**config.mk**
```make
export PLATFORM = sky130hd
export DESIGN_NAME = ls_port_arbiter
export DESIGN_NICKNAME = d
export VERILOG_FILES = /design/src/rtl/ls_arb_pkg.sv /design/src/rtl/ls_slot_timer.sv /design/src/rtl/ls_beat_ctr.sv /design/src/rtl/ls_port_mux.sv /design/src/rtl/ls_port_arbiter.sv
export SDC_FILE = /design/constraint.sdc
export NUM_CORES = 1
export LEC_CHECK = 0
export BUFFER_PORTS_ARGS = -buffer_cell sky130_fd_sc_hd__buf_2
export CORE_AREA = 2 2 169 171
export DETAILED_ROUTE_END_ITERATION = 16
export DIE_AREA = 0 0 171 173
export GPL_TIMING_DRIVEN = 0
export PLACE_DENSITY = 0.41
export SLEW_MARGIN = 15
export SYNTH_ARGS = -nofsm -noshare
export SYNTH_HDL_FRONTEND = slang
export SYNTH_SLANG_ARGS = --single-unit
```
**constraint.sdc**
```tcl
create_clock -name clk -period 2.9 [get_ports clk]
set_input_delay 0.29 -clock clk [delete_from_list [all_inputs] [get_ports clk]]
set_output_delay 0.29 -clock clk [all_outputs]
set_load 0.1 [all_outputs]
```
**src/rtl/ls_arb_pkg.sv**
```systemverilog
package ls_arb_pkg;
  typedef enum logic [1:0] {
    OWN_IDLE = 2'd0,
    OWN_CORE = 2'd1,
    OWN_DMA  = 2'd2
  } port_owner_e;
endpackage

```
**src/rtl/ls_slot_timer.sv**
```systemverilog
// Free-running frame counter; flags the reserved (last) slot of each frame.
module ls_slot_timer #(
  parameter int SLOTS = 8
) (
  input  logic clk,
  input  logic rst_n,
  output logic resv_slot
);
  localparam int SLOT_W = (SLOTS > 1) ? $clog2(SLOTS) : 1;
  localparam logic [SLOT_W-1:0] LAST_SLOT = SLOT_W'(SLOTS - 1);

  logic [SLOT_W-1:0] slot_q, slot_d;

  always_comb begin
    if (slot_q == LAST_SLOT) slot_d = '0;
    else                     slot_d = slot_q + 1'b1;
  end

  always_ff @(posedge clk or negedge rst_n) begin
    if (!rst_n) slot_q <= '0;
    else        slot_q <= slot_d;
  end

  assign resv_slot = (slot_q == LAST_SLOT);
endmodule

```
**src/rtl/ls_beat_ctr.sv**
```systemverilog
// Counts granted DMA beats inside a block and flags the block end.
module ls_beat_ctr #(
  parameter int BEATS = 8
) (
  input  logic                      clk,
  input  logic                      rst_n,
  input  logic                      beat_adv,
  output logic [$clog2(BEATS)-1:0]  beat_idx,
  output logic                      blk_done
);
  localparam int BEAT_W = $clog2(BEATS);
  localparam logic [BEAT_W-1:0] LAST_BEAT = BEAT_W'(BEATS - 1);

  logic [BEAT_W-1:0] beat_q, beat_d;
  logic              done_q, done_d;
  logic              at_last;

  assign at_last = (beat_q == LAST_BEAT);

  always_comb begin
    beat_d = beat_q;
    done_d = 1'b0;
    if (beat_adv) begin
      done_d = at_last;
      beat_d = at_last ? '0 : beat_q + 1'b1;
    end
  end

  always_ff @(posedge clk or negedge rst_n) begin
    if (!rst_n) begin
      beat_q <= '0;
    end else if (beat_adv) begin
      beat_q <= beat_d;
    end
  end

  always_ff @(posedge clk or negedge rst_n) begin
    if (!rst_n) done_q <= 1'b0;
    else        done_q <= done_d;
  end

  assign beat_idx = beat_q;
  assign blk_done = done_q;
endmodule

```
**src/rtl/ls_port_mux.sv**
```systemverilog
// Decides the port owner for this cycle and steers the SRAM port.
module ls_port_mux
  import ls_arb_pkg::*;
#(
  parameter int DATA_W = 128,
  parameter int LINE_W = 12
) (
  input  logic              resv_slot,
  input  logic              core_req,
  input  logic              core_we,
  input  logic [LINE_W-1:0] core_line,
  input  logic [DATA_W-1:0] core_wdata,
  input  logic              dma_req,
  input  logic              dma_we,
  input  logic [LINE_W-1:0] dma_line,
  input  logic [DATA_W-1:0] dma_wdata,
  output port_owner_e       owner,
  output logic              core_gnt,
  output logic              dma_gnt,
  output logic              sram_en,
  output logic              sram_we,
  output logic [LINE_W-1:0] sram_addr,
  output logic [DATA_W-1:0] sram_wdata
);
  always_comb begin
    if (resv_slot && dma_req) owner = OWN_DMA;
    else if (core_req)        owner = OWN_CORE;
    else                      owner = OWN_IDLE;
  end

  always_comb begin
    core_gnt   = 1'b0;
    dma_gnt    = 1'b0;
    sram_en    = 1'b0;
    sram_we    = 1'b0;
    sram_addr  = '0;
    sram_wdata = '0;
    unique case (owner)
      OWN_DMA: begin
        dma_gnt    = 1'b1;
        sram_en    = 1'b1;
        sram_we    = dma_we;
        sram_addr  = dma_line;
        sram_wdata = dma_wdata;
      end
      OWN_CORE: begin
        core_gnt   = 1'b1;
        sram_en    = 1'b1;
        sram_we    = core_we;
        sram_addr  = core_line;
        sram_wdata = core_wdata;
      end
      default: ;
    endcase
  end
endmodule

```
**src/rtl/ls_port_arbiter.sv**
```systemverilog
module ls_port_arbiter
  import ls_arb_pkg::*;
#(
  parameter int DATA_W      = 128,
  parameter int ADDR_W      = 16,
  parameter int BLOCK_BYTES = 128,
  parameter int SLOTS       = 8,
  localparam int OFS_W      = $clog2(DATA_W / 8),
  localparam int BEATS      = BLOCK_BYTES / (DATA_W / 8),
  localparam int BEAT_W     = $clog2(BEATS),
  localparam int LINE_W     = ADDR_W - OFS_W,
  localparam int BLK_W      = LINE_W - BEAT_W
) (
  input  logic              clk,
  input  logic              rst_n,
  input  logic              core_req,
  input  logic              core_we,
  input  logic [ADDR_W-1:0] core_addr,
  input  logic [DATA_W-1:0] core_wdata,
  output logic              core_gnt,
  output logic              core_rvalid,
  input  logic              dma_req,
  input  logic              dma_we,
  input  logic [BLK_W-1:0]  dma_blk,
  input  logic [DATA_W-1:0] dma_wdata,
  output logic              dma_gnt,
  output logic              dma_rvalid,
  output logic              dma_done,
  output logic              sram_en,
  output logic              sram_we,
  output logic [LINE_W-1:0] sram_addr,
  output logic [DATA_W-1:0] sram_wdata
);
  logic              resv_slot;
  logic [BEAT_W-1:0] beat_idx;
  logic [LINE_W-1:0] core_line, dma_line;
  port_owner_e       owner;
  logic              crv_q, crv_d, drv_q, drv_d;
  logic              unused_ofs;

  assign core_line  = core_addr[ADDR_W-1:OFS_W];
  assign unused_ofs = ^core_addr[OFS_W-1:0];
  assign dma_line   = {dma_blk, beat_idx};

  ls_slot_timer #(.SLOTS(SLOTS)) u_timer (
    .clk       (clk),
    .rst_n     (rst_n),
    .resv_slot (resv_slot)
  );

  ls_port_mux #(.DATA_W(DATA_W), .LINE_W(LINE_W)) u_mux (
    .resv_slot  (resv_slot),
    .core_req   (core_req),
    .core_we    (core_we),
    .core_line  (core_line),
    .core_wdata (core_wdata),
    .dma_req    (dma_req),
    .dma_we     (dma_we),
    .dma_line   (dma_line),
    .dma_wdata  (dma_wdata),
    .owner      (owner),
    .core_gnt   (core_gnt),
    .dma_gnt    (dma_gnt),
    .sram_en    (sram_en),
    .sram_we    (sram_we),
    .sram_addr  (sram_addr),
    .sram_wdata (sram_wdata)
  );

  ls_beat_ctr #(.BEATS(BEATS)) u_beats (
    .clk      (clk),
    .rst_n    (rst_n),
    .beat_adv (dma_gnt),
    .beat_idx (beat_idx),
    .blk_done (dma_done)
  );

  // Read-return owner: SRAM answers one cycle after the granted read.
  always_comb begin
    crv_d = (owner == OWN_CORE) && !core_we;
    drv_d = (owner == OWN_DMA)  && !dma_we;
  end

  always_ff @(posedge clk or negedge rst_n) begin
    if (!rst_n) begin
      crv_q <= 1'b0;
      drv_q <= 1'b0;
    end else begin
      crv_q <= crv_d;
      drv_q <= drv_d;
    end
  end

  assign core_rvalid = crv_q;
  assign dma_rvalid  = drv_q;
endmodule

```
; ---- Word level (Yosys, flattened, before mapping)
; Cells that the tools add are included.
[classes]
addsub = 2
multipliers = 0
div = 0
order_cmp = 0
eq_ne = 4
n_shift = 0
n_mux = 11
bitwise_logic = 0
n_reduce_logical = 6
[ops]
columns = operator, n
row1 = 128-bit one-hot mux with 2 select lines, 1
row2 = 12-bit one-hot mux with 2 select lines, 1
row3 = "3-bit by 1-bit adder with 3-bit output, second input constant", 2
row4 = "3-bit == test, second input constant", 2
row5 = 3-bit two-way mux, 2
row6 = 1-bit two-way mux, 5
row7 = 1-bit logical AND, 3
row8 = "2-bit by 1-bit == test with 1-bit output, second input constant", 1
row9 = "2-bit == test, second input constant", 1
row10 = 1-bit logical NOT, 2
row11 = 2-bit two-way mux, 1
row12 = 1-bit one-hot mux with 2 select lines, 1
row13 = 2-bit OR reduction, 1
[totals]
reg_bits = 9
latchBits = 0
mem_bits_rw = 0
romBits = 0
in_bits = 287
output_inout_bits = 147
wordCells = 28
n_memories = 0

; ---- Longest topological paths before layout
; Gate-level depths: netlist (run 1).
[depth]
depth_word = 6
mapped_depth = 8
depth_no_buf = 4

; ---- Modules after synthesis
; Synthesis (run 1) repeated with hierarchy kept, for this count alone.
[unflattened]
hier_cells = 515
hier_area_um2 = 2876.5
[modules_own_cells]
columns = mod, instances, cells_per_inst, area_per_inst_um2, seq_area_each_um2
row1 = ls_port_mux, 1, 492, 2532.4, 0.0
row2 = ls_beat_ctr, 1, 13, 175.2, 100.1
row3 = ls_slot_timer, 1, 6, 103.8, 75.1
row4 = ls_port_arbiter, 1, 4, 65.1, 50.0

; ---- Worst setup path before layout (run 1)
; Ideal clock, no wire load.
[synth_timing]
path_type = register to output
startpoint = reg u_timer.slot_q[0]
endpoint = out sram_addr[0]
t_arrival_ns = 3.432
required_time_ns = 2.610
path_slack_ns = -0.822
stages_incl_launch_ff = 8
cell_sequence = dfrtp_1 ha_1 ha_1 buf_2 and2_4 buf_6 clkbuf_2 o21ai_0
[synth_via]
elab_chain_cells = 5
elab_cells_between_ends = 6
classes_between = eq/ne: 3 / mux: 2 / reduce/logical: 1
[synth_lines]
columns = item, line_no
row1 = start: declaration, ls_slot_timer.sv:12  ; logic [SLOT_W-1:0] slot_q, slot_d;
row2 = start signal: assignment, ls_slot_timer.sv:21  ; else slot_q <= slot_d;
row3 = 3-bit == test *, ls_slot_timer.sv:24  ; assign resv_slot = (slot_q == LAST_SLOT);
row4 = 1-bit logical AND *, ls_port_mux.sv:26  ; if (resv_slot && dma_req) owner = OWN_DMA;
row5 = 2-bit two-way mux *, ls_port_mux.sv:26
row6 = 2-bit by 1-bit == test with 1-bit output / 2-bit == test (equally long branches), ls_port_mux.sv:38  ; unique case (owner)
row7 = 12-bit one-hot mux with 2 select lines *, ls_port_mux.sv:38
row8 = end: declaration, ls_port_arbiter.sv:31  ; output logic [LINE_W-1:0] sram_addr,
; Every way passes the cells marked *; elsewhere a longest branch is shown, timed or not.

; ---- Final worst setup path (run 1)
[layout_timing]
startpoint = reg u_timer.slot_q[0]
endpoint = out sram_wdata[8]
[layout_via]
elab_chain_cells = 5
elab_cells_between_ends = 6
classes_between = eq/ne: 3 / mux: 2 / reduce/logical: 1
[layout_lines]
columns = item, line_no
row1 = 3-bit == test *, ls_slot_timer.sv:24
row2 = 1-bit logical AND *, ls_port_mux.sv:26
row3 = 2-bit two-way mux *, ls_port_mux.sv:26
row4 = 2-bit by 1-bit == test with 1-bit output / 2-bit == test (equally long branches), ls_port_mux.sv:38
row5 = 128-bit one-hot mux with 2 select lines *, ls_port_mux.sv:38
row6 = end: declaration, ls_port_arbiter.sv:32  ; output logic [DATA_W-1:0] sram_wdata
; Marked as above.

==> impl_metrics.yaml, run 1 <==
run_status:
  outcome: "complete, no violations"
final_layout:
  drive_above_1_share: 0.510
  syn_to_final_growth_pct: 112
  final_util: 0.200
  fin_nets: 1237
  diodes: 0
  layout_commonest_cell: "buf_2"
  final_cell_mix: "buf_2 (377), nand2_1 (141), nand3_1 (141)"
worst_setup_path:
  critPathLaunch: "u_timer.slot_q[0]$_DFF_PN0_"
  regToRegEndpoint: "u_beats.beat_idx[2]$_DFFE_PN0N_"
  cpMostUsedCell: "ha_1"
  rrSetupSlack_ps: 890
  critical-path-max-stage-delay_ps: 390
  worstPathArrival_ps: 2440
  start_kind: "register"
  crit_path_end_kind: "output port"
  required_ps: 2610
  cp_max_fo: 10
  worst-path-buf-inv: 4
  worstSetupPathType: "reg2out"
  critPathTopFamily: "buffers and inverters"
  r2r_cells: 7
  r2r-start: "u_timer.slot_q[0]$_DFF_PN0_"
  slowest_stage: "clkbuf_4"
  path_cells: "ha_1 -> ha_1 -> buf_2 -> and2_4 -> buf_6 -> clkbuf_2 -> o21ai_0 -> clkbuf_4"
global_route:
  overflow: 0
  grt_pass1_vias: 4983
  grt_pass1_wl_um: 27700
  grt_util_all_layers: 0.119
  grt_max_degree: 11
  antenna_found_initial: 0
clock_tree:
  cts_root_buf: "clkbuf_16"
  cts-buffers-inserted: 3
  htreeDepth: 1
  cts_buffer_depth: 2
  cts_tree: "done"
  clk_latency_ps: 230
  post_cts_buffers: 0
  cts_sinks: 9
  clk_pin_slew_ps: 40
synth:
  synth_area_per_cell_sq_um: 5.08
  synth.cell_area_sq_um: 2600
  synth-seq-area-share: 0.0865
  synth_cells: 513
  synth_nets: 804
  synth_seq_cells: 9
  ys_types: 21
  async_flop_share: 1.00
  yosys_warnings: 0
  ys.flop_type: "dfrtp_1"
  synth_edf_count: 0
timing:
  min_period_ps: 2730
  max-slew-margin-rel: 0.627
  max_freq_mhz: 366
  fin_worst_skew_ps: 2.23
  layout_setup_ws_ps: 167
  fin_crit_sh: 0.942
  worst_slew_pin_slew_ps: 559
  hold_slack_ps: 233
  setup_viol_count_final: 0
  finalMaxSlewViolations: 0
  finalHoldViolations: 0
power:
  p_leak_nw: 2.85
  ir_drop_uv: 143
  p_per_area_nw_per_um2: 313
hold_path:
  hold_path_end: "dma_rvalid$_DFF_PN0_"
  whs_path_depth: 2
  hp-class: "in2reg"
  min_from: "dma_we"
detailed_routing:
  wl_um: 19600
  ant_nets: 0
  detail_route.vias_per_cell: 4.02
  avgRoutedWirePerCell_um: 14.8
  drcViolationCount: 0
  drt_iter0_drc: 245
  vias: 5313
  drt-pass1-iter-count: 5
placement:
  port-buffer-count: 427
  pre_cts_ws_ps: 108
  routabilityCongestion: 0.825
  dp_hpwl_um: 16200
job:
  drv_cap: 0
die:
  core_area_sq_um: 27600
  die_x_um: 171
  initial_utilization: 0.0943
  row_count: 61
  pin_count: 434
  die_area_sq_um: 29600
  fp.dieH_um: 173
-- report_power, final --
group,total [W],internal [W],leakage [nW],switching (W)
Sequential,0.000161,0.000141,0.115,0.0000208
Clock,0.000243,0.000184,0.0382,0.0000595
Combinational,0.00133,0.000300,2.70,0.00103
-- layout make-up --
| cell class | instances | area (sq um) |
|---|---|---|
| Inverter | 1 | 3.75 |
| Multi-Input combinational cell | 439 | 2170 |
| Sequential cell | 9 | 225 |
| Buffer | 64 | 297 |
| Timing Repair Buffer | 428 | 2290 |
| Clock buffer | 4 | 78.8 |
| Tap cell | 378 | 473 |
| Fill cell | 3309 | 22100 |
-- layer usage --
metal,vias to the layer above,track usage,part of all wire
met5,-,0,0
met4,0,0.0311,0.020
met3,24,0.0137,0.066
met2,270,0.225,0.51
met1,2378,0.139,0.40
li1,2641,-,-
-- through the flow --
stage / setup TNS, ps / cells / total power [W] / instance area, sq um
5_1_grt: -8.04 / 1323 / 0.00181 / 5540
4_1_cts: 0 / 1323 / 0.00173 / 5410
3_3_place_gp: 0 / 1318 / 0.00147 / 5290
6_report: 0 / 1323 / 0.00173 / 5540
3_5_place_dp: 0 / 1318 / 0.00147 / 5290
2_1_floorplan: -65890 / 513 / 0.00111 / 2680
-- cell usage after synthesis (2+ instances only) --
| library cell | count | share of area |
|---|---|---|
| nand2_1 | 141 | 0.20 |
| buf_1 | 4 | 0.0058 |
| dfrtp_1 | 9 | 0.086 |
| clkbuf_1 | 39 | 0.056 |
| buf_2 | 8 | 0.015 |
| buf_6 | 3 | 0.013 |
| nor2b_1 | 2 | 0.0048 |
| mux2_4 | 2 | 0.012 |
| nand3_1 | 141 | 0.27 |
| o21ai_1 | 8 | 0.015 |
| ha_1 | 4 | 0.019 |
| nor2_1 | 2 | 0.0029 |
| o21ai_0 | 134 | 0.26 |
| clkbuf_2 | 9 | 0.017 |
-- state kept, by name, summed over array words and instances, names as in the netlist --
name and cells:
core_rvalid 1, dma_rvalid 1, u_beats.beat_idx 3, u_beats.blk_done 1
u_timer.slot_q 3
-- repair_timing --
| item | in CTS | in global routing |
|---|---|---|
| endpoints found under the setup margin | 30 | 80 |
| hold buffers | 1 | 0 |
| gates resized for setup | 12 | 54 |
| hold endpoints to repair | 9 | 0 |
-- worst max path at each step --
stage / cells after the start / slack, ps / end
floorplan: 7 / -820 / sram_addr[10]
global placement: 8 / 120 / sram_wdata[60]
detailed placement: 8 / 110 / sram_wdata[39]
CTS: 8 / 2 / sram_wdata[74]
global route: 8 / -8 / sram_wdata[97]
finish: 8 / 170 / sram_wdata[8]
-- logic make-up (layout without fill, tap and decap cells) --
group / count (synthesis) / in the layout / share of synthesized area
AOI/OAI and AO/OA: 142 / 142 / 0.273
adders and majority gates: 4 / 4 / 0.0192
buffers and inverters: 65 / 497 / 0.112
DFF: 9 / 9 / 0.0865
muxes: 2 / 2 / 0.0115
and+or+nand+nor: 291 / 291 / 0.498
(Power assumes the default switching activity.)
==> inputs of run 2 (changes only) <==
--- a/config.mk
+++ b/config.mk
@@ -11,6 +11,7 @@
 export DIE_AREA = 0 0 171 173
 export GPL_TIMING_DRIVEN = 0
 export PLACE_DENSITY = 0.41
+export RECOVER_POWER = 100
 export SLEW_MARGIN = 15
 export SYNTH_ARGS = -nofsm -noshare
 export SYNTH_HDL_FRONTEND = slang
==> run 2 against run 1 <==
Via count fell by 0.11%. Power fell by 0.54%. Flip-flop and latch count did not move. Non-clock buffer count did not move. Count of clock-buffer cells in the layout did not move. Clock skew barely moved. Fmax fell by 0.36%. Sequential power barely moved. Global-route usage did not move. Final cell count did not move. Register-to-register slack barely moved. Largest cell class unchanged.
==> impl_metrics.yaml, run 2 (synthesis results as in run 1) <==
worst_setup_path:
  crit_path_end_kind: "output port"
  critPathTopFamily: "buffers and inverters"
  r2r-start: "u_timer.slot_q[0]$_DFF_PN0_"
  worstPathArrival_ps: 2450
  cp_max_fo: 10
  worst-path-buf-inv: 4
  rrSetupSlack_ps: 880
  worstSetupPathType: "reg2out"
  regToRegEndpoint: "u_beats.beat_idx[0]$_DFFE_PN0N_"
  path_cells: "ha_1 -> ha_1 -> buf_2 -> and2_4 -> buf_6 -> clkbuf_2 -> o21ai_0 -> clkbuf_4"
  cpMostUsedCell: "ha_1"
  required_ps: 2610
  crit_cells: 8
  slowest_stage: "clkbuf_4"
  critical-path-max-stage-delay_ps: 400
  start_kind: "register"
  r2r_cells: 7
global_route:
  antenna_found_initial: 0
  grt_pass1_vias: 4983
  grt_util_all_layers: 0.119
  grt_max_degree: 11
  grt_pass1_wl_um: 27700
  overflow: 0
timing:
  fin_crit_sh: 0.946
  max_freq_mhz: 365
  worst_slew_pin_slew_ps: 1260
  fin_worst_skew_ps: 1.98
  finalMaxSlewViolations: 0
  setup-tns-final_ps: 0
  finalHoldViolations: 0
  setup_viol_count_final: 0
  min_period_ps: 2740
  max-slew-margin-rel: 0.165
final_layout:
  final_area_sq_um: 5480
  drive_above_1_share: 0.494
  stdcell_count: 1323
  layout_commonest_cell: "buf_2"
  fin_nets: 1237
  multi_input_area_sq_um: 2120
  regArea_sq_um: 225
  num-fill-cells: 3326
  syn_to_final_growth_pct: 110
  final_cell_mix: "buf_2 (337), nand2_1 (141), nand3_1 (141)"
  diodes: 0
hold_path:
  hold_path_end: "dma_rvalid$_DFF_PN0_"
  min_from: "dma_we"
  hp-class: "in2reg"
  whs_path_depth: 2
clock_tree:
  cts_sinks: 9
  cts-buffers-inserted: 3
  cts_tree: "done"
  clk_pin_slew_ps: 40
  cts_root_buf: "clkbuf_16"
  post_cts_buffers: 0
  cts_buffer_depth: 2
  htreeDepth: 1
  clk_latency_ps: 230
placement:
  routabilityCongestion: 0.825
  port-buffer-count: 427
  dpl_cell_area_sq_um: 5290
  dpl.cell_count: 1318
  dp_hpwl_um: 16200
die:
  initial_utilization: 0.0943
  core_area_sq_um: 27600
  die_area_sq_um: 29600
  fp.dieH_um: 173
  row_count: 61
  die_x_um: 171
  pin_count: 434
detailed_routing:
  detail_route.vias_per_cell: 4.01
  avgRoutedWirePerCell_um: 14.9
  drt-pass1-iter-count: 5
  drcViolationCount: 0
  ant_nets: 0
  drt_iter0_drc: 244
  vias: 5307
  wl_um: 19700
power:
  power_w: 0.00172
  p_per_area_nw_per_um2: 314
  p_leak_nw: 2.80
  ir_drop_uv: 143
job:
  drv_cap: 0
run_status:
  outcome: "complete, no violations"
[run 2: worst max-delay path by stage]
stage / from / endpoint / slack [ps]
floorplan: u_timer.slot_q[0]$_DFF_PN0_ / sram_addr[10] / -820
finish: u_timer.slot_q[0]$_DFF_PN0_ / sram_wdata[71] / 160
CTS: u_timer.slot_q[0]$_DFF_PN0_ / sram_wdata[74] / 2
detailed placement: u_timer.slot_q[0]$_DFF_PN0_ / sram_wdata[39] / 110
global route: u_timer.slot_q[0]$_DFF_PN0_ / sram_wdata[97] / -8
global placement: u_timer.slot_q[0]$_DFF_PN0_ / sram_wdata[60] / 120
[run 2: final cells by class]
class / instances / share of cell area
repair buffers: 428 / 0.416
multi-input cells: 439 / 0.388
well taps: 378 / 0.0863
plain buffers: 64 / 0.0541
flip-flops and latches: 9 / 0.0411
clock buffers: 4 / 0.0144
inverters: 1 / 0.000685
[run 2: power by group]
group | switching (W) | leakage, nW | total, W | internal [W]
clock | 0.0000597 | 0.0382 | 0.000243 | 0.000184
sequential | 0.0000204 | 0.115 | 0.000161 | 0.000141
combinational | 0.00102 | 2.65 | 0.00132 | 0.000292
[run 2: metrics by stage]
| step | setup slack (ps) | hold slack (ps) | utilization |
|---|---|---|---|
| CTS | 1.93 | 228 | 0.196 |
| detailed placement | 108 | 176 | 0.192 |
| finish | 157 | 231 | 0.198 |
| floorplan | -822 | -5.59 | - |
| global placement | 125 | 170 | 0.192 |
| global route | -8.02 | 244 | 0.198 |
[run 2: repair_timing]
item,4_1_cts,5_1_grt
resized for setup,12,54
hold buffers,1,0
hold endpoints to repair,9,0
pin swaps,0,0
setup endpoints to repair,30,80
[run 2: routing by layer]
layer | global-route usage | up-vias | share of wire
met3 | 0.0137 | 22 | 0.067
li1 | - | 2637 | -
met2 | 0.225 | 284 | 0.51
met1 | 0.139 | 2364 | 0.40
met4 | 0.0311 | 0 | 0.019
met5 | 0 | - | 0
==> inputs of run 3 (changes only) <==
--- a/config.mk
+++ b/config.mk
@@ -6,11 +6,11 @@
 export NUM_CORES = 1
 export LEC_CHECK = 0
 export BUFFER_PORTS_ARGS = -buffer_cell sky130_fd_sc_hd__buf_2
-export CORE_AREA = 2 2 169 171
+export CORE_AREA = 10 10 159 161
 export DETAILED_ROUTE_END_ITERATION = 16
-export DIE_AREA = 0 0 171 173
+export DIE_AREA = 0 0 169 171
 export GPL_TIMING_DRIVEN = 0
-export PLACE_DENSITY = 0.41
+export PLACE_DENSITY = 0.47
 export RECOVER_POWER = 100
 export SLEW_MARGIN = 15
 export SYNTH_ARGS = -nofsm -noshare
==> run 3 against run 2 <==
Non-clock buffer count unchanged. Die area decreased by 2.3%. Power decreased by 0.44%. Sequential power about the same. Critical path depth unchanged. Hold slack got worse by 8.9 ps. Fmax decreased by 2.3%. Final area decreased by 3.3%.
==> impl_metrics.yaml, run 3 (synthesis results as in run 1) <==
final_layout:
  layout_commonest_cell: "buf_2"
  syn_to_final_growth_pct: 104
  drive_above_1_share: 0.499
  stdcell_count: 1230
  diodes: 0
  fin_nets: 1237
  final_cell_mix: "buf_2 (341), nand2_1 (141), nand3_1 (141)"
worst_setup_path:
  worstPathArrival_ps: 2520
  path_cells: "ha_1 -> ha_1 -> buf_2 -> and2_4 -> buf_6 -> clkbuf_2 -> o21ai_0 -> buf_4"
  slowest_stage: "dfrtp_1"
  cpMostUsedCell: "ha_1"
  start_kind: "register"
  crit_path_end_kind: "output port"
  worstSetupPathType: "reg2out"
  critical-path-max-stage-delay_ps: 380
  cp_max_fo: 10
  required_ps: 2610
  rrSetupSlack_ps: 910
clock_tree:
  clk_pin_slew_ps: 40
  cts_root_buf: "clkbuf_16"
  clk_latency_ps: 230
  post_cts_buffers: 0
  cts_tree: "done"
  cts_buffer_depth: 2
  htreeDepth: 1
  cts_sinks: 9
  cts-buffers-inserted: 3
power:
  p_per_area_nw_per_um2: 323
  p_leak_nw: 2.80
  ir_drop_uv: 215
detailed_routing:
  avgRoutedWirePerCell_um: 17.7
  drcViolationCount: 0
  detail_route.vias_per_cell: 4.33
  wl_um: 21800
  drt_iter0_drc: 266
  vias: 5321
  ant_nets: 0
  drt-pass1-iter-count: 6
global_route:
  grt_max_degree: 11
  grt_pass1_wl_um: 31100
  grt_util_all_layers: 0.134
  antenna_found_initial: 0
  overflow: 0
  grt_pass1_vias: 5441
timing:
  finalMaxSlewViolations: 0
  layout_setup_ws_ps: 91.7
  setup_viol_count_final: 0
  fin_crit_sh: 0.968
  finalHoldViolations: 0
  fin_worst_skew_ps: 1.42
  min_period_ps: 2810
  rsz0062_at_grt: "no"
  max-slew-margin-rel: 0.163
  worst_slew_pin_slew_ps: 1260
  max_freq_mhz: 356
job:
  drv_cap: 0
placement:
  dp_hpwl_um: 18700
  dpl.cell_count: 1225
  port-buffer-count: 427
  routabilityCongestion: 0.830
  pre_cts_ws_ps: 164
die:
  fp.dieH_um: 171
  core_area_sq_um: 22200
  die_area_sq_um: 28900
  pin_count: 434
  initial_utilization: 0.117
  die_x_um: 169
  row_count: 55
run_status:
  outcome: "complete, no violations"
hold_path:
  hp-class: "in2reg"
[run 3: cell types whose count changed in the layout (fill, tap and decap cells not counted), sizes merged]
| cell | previous run | this run |
|---|---|---|
| buf | 344 | 349 |
| clkbuf | 151 | 145 |
| clkinv | 0 | 1 |
[run 3: path summary, 6_finish.rpt]
| path | from | endpoint | cells after the start |
|---|---|---|---|
| max | u_timer.slot_q[0]$_DFF_PN0_ | sram_wdata[33] | 8 |
| min | dma_we | dma_rvalid$_DFF_PN0_ | 2 |
| min in group asynchronous | rst_n | u_beats.beat_idx[0]$_DFFE_PN0N_ | 2 |
| max reg2reg | u_timer.slot_q[0]$_DFF_PN0_ | u_beats.beat_idx[2]$_DFFE_PN0N_ | 7 |
| max in group asynchronous | rst_n | dma_rvalid$_DFF_PN0_ | 2 |
| min reg2reg | u_timer.slot_q[0]$_DFF_PN0_ | u_timer.slot_q[0]$_DFF_PN0_ | 1 |
[run 3: cell type report]
| cell class | count | area [sq um] |
|---|---|---|
| multi-input combinational | 439 | 2140 |
| timing repair buffer | 428 | 2200 |
| buffer | 64 | 294 |
| clock buffer | 3 | 75.1 |
| fill | 2593 | 16900 |
| inverter | 1 | 3.75 |
| sequential | 9 | 225 |
| clock inverter | 1 | 5.00 |
| tap | 285 | 357 |
[run 3: timing repair]
action                                  4_1_cts  5_1_grt
endpoints found under the setup margin        8       60
hold buffers                                  1        0
pin swaps                                     0        0
endpoints found under the hold margin         9        0
gates resized for setup                       8       40
[run 3: where the power goes]
part | internal, W | switching (W)
registers | 0.000141 | 0.0000205
logic | 0.000280 | 0.00103
clock network | 0.000182 | 0.0000625
total | 0.000602 | 0.00111
[run 3: per-layer routing]
metal  track usage  routed length (um)  share of wire
met5             0                   0              0
met2         0.249               11300           0.52
met4        0.0221                 227          0.010
met1         0.146                8050           0.37
met3        0.0422                2210           0.10
[run 3: metrics by stage]
step	util	hold WS (ps)	power [W]	cell area, sq um	TNS, ps
2_1_floorplan	-	-5.59	0.00111	2680	-65890
3_3_place_gp	0.233	151	0.00147	5180	0
3_5_place_dp	0.233	161	0.00147	5180	0
4_1_cts	0.238	221	0.00173	5290	0
5_1_grt	0.239	234	0.00180	5300	0
6_report	0.239	222	0.00171	5300	0
[run 3: critical path: cells and delay by family (launching register included)]
| family | cells | cell delay [ps] |
|---|---|---|
| compound gates | 1 | 360 |
| fa+ha+maj | 2 | 390 |
| flops | 1 | 380 |
| simple gates | 1 | 200 |
| buf+inv | 4 | 940 |
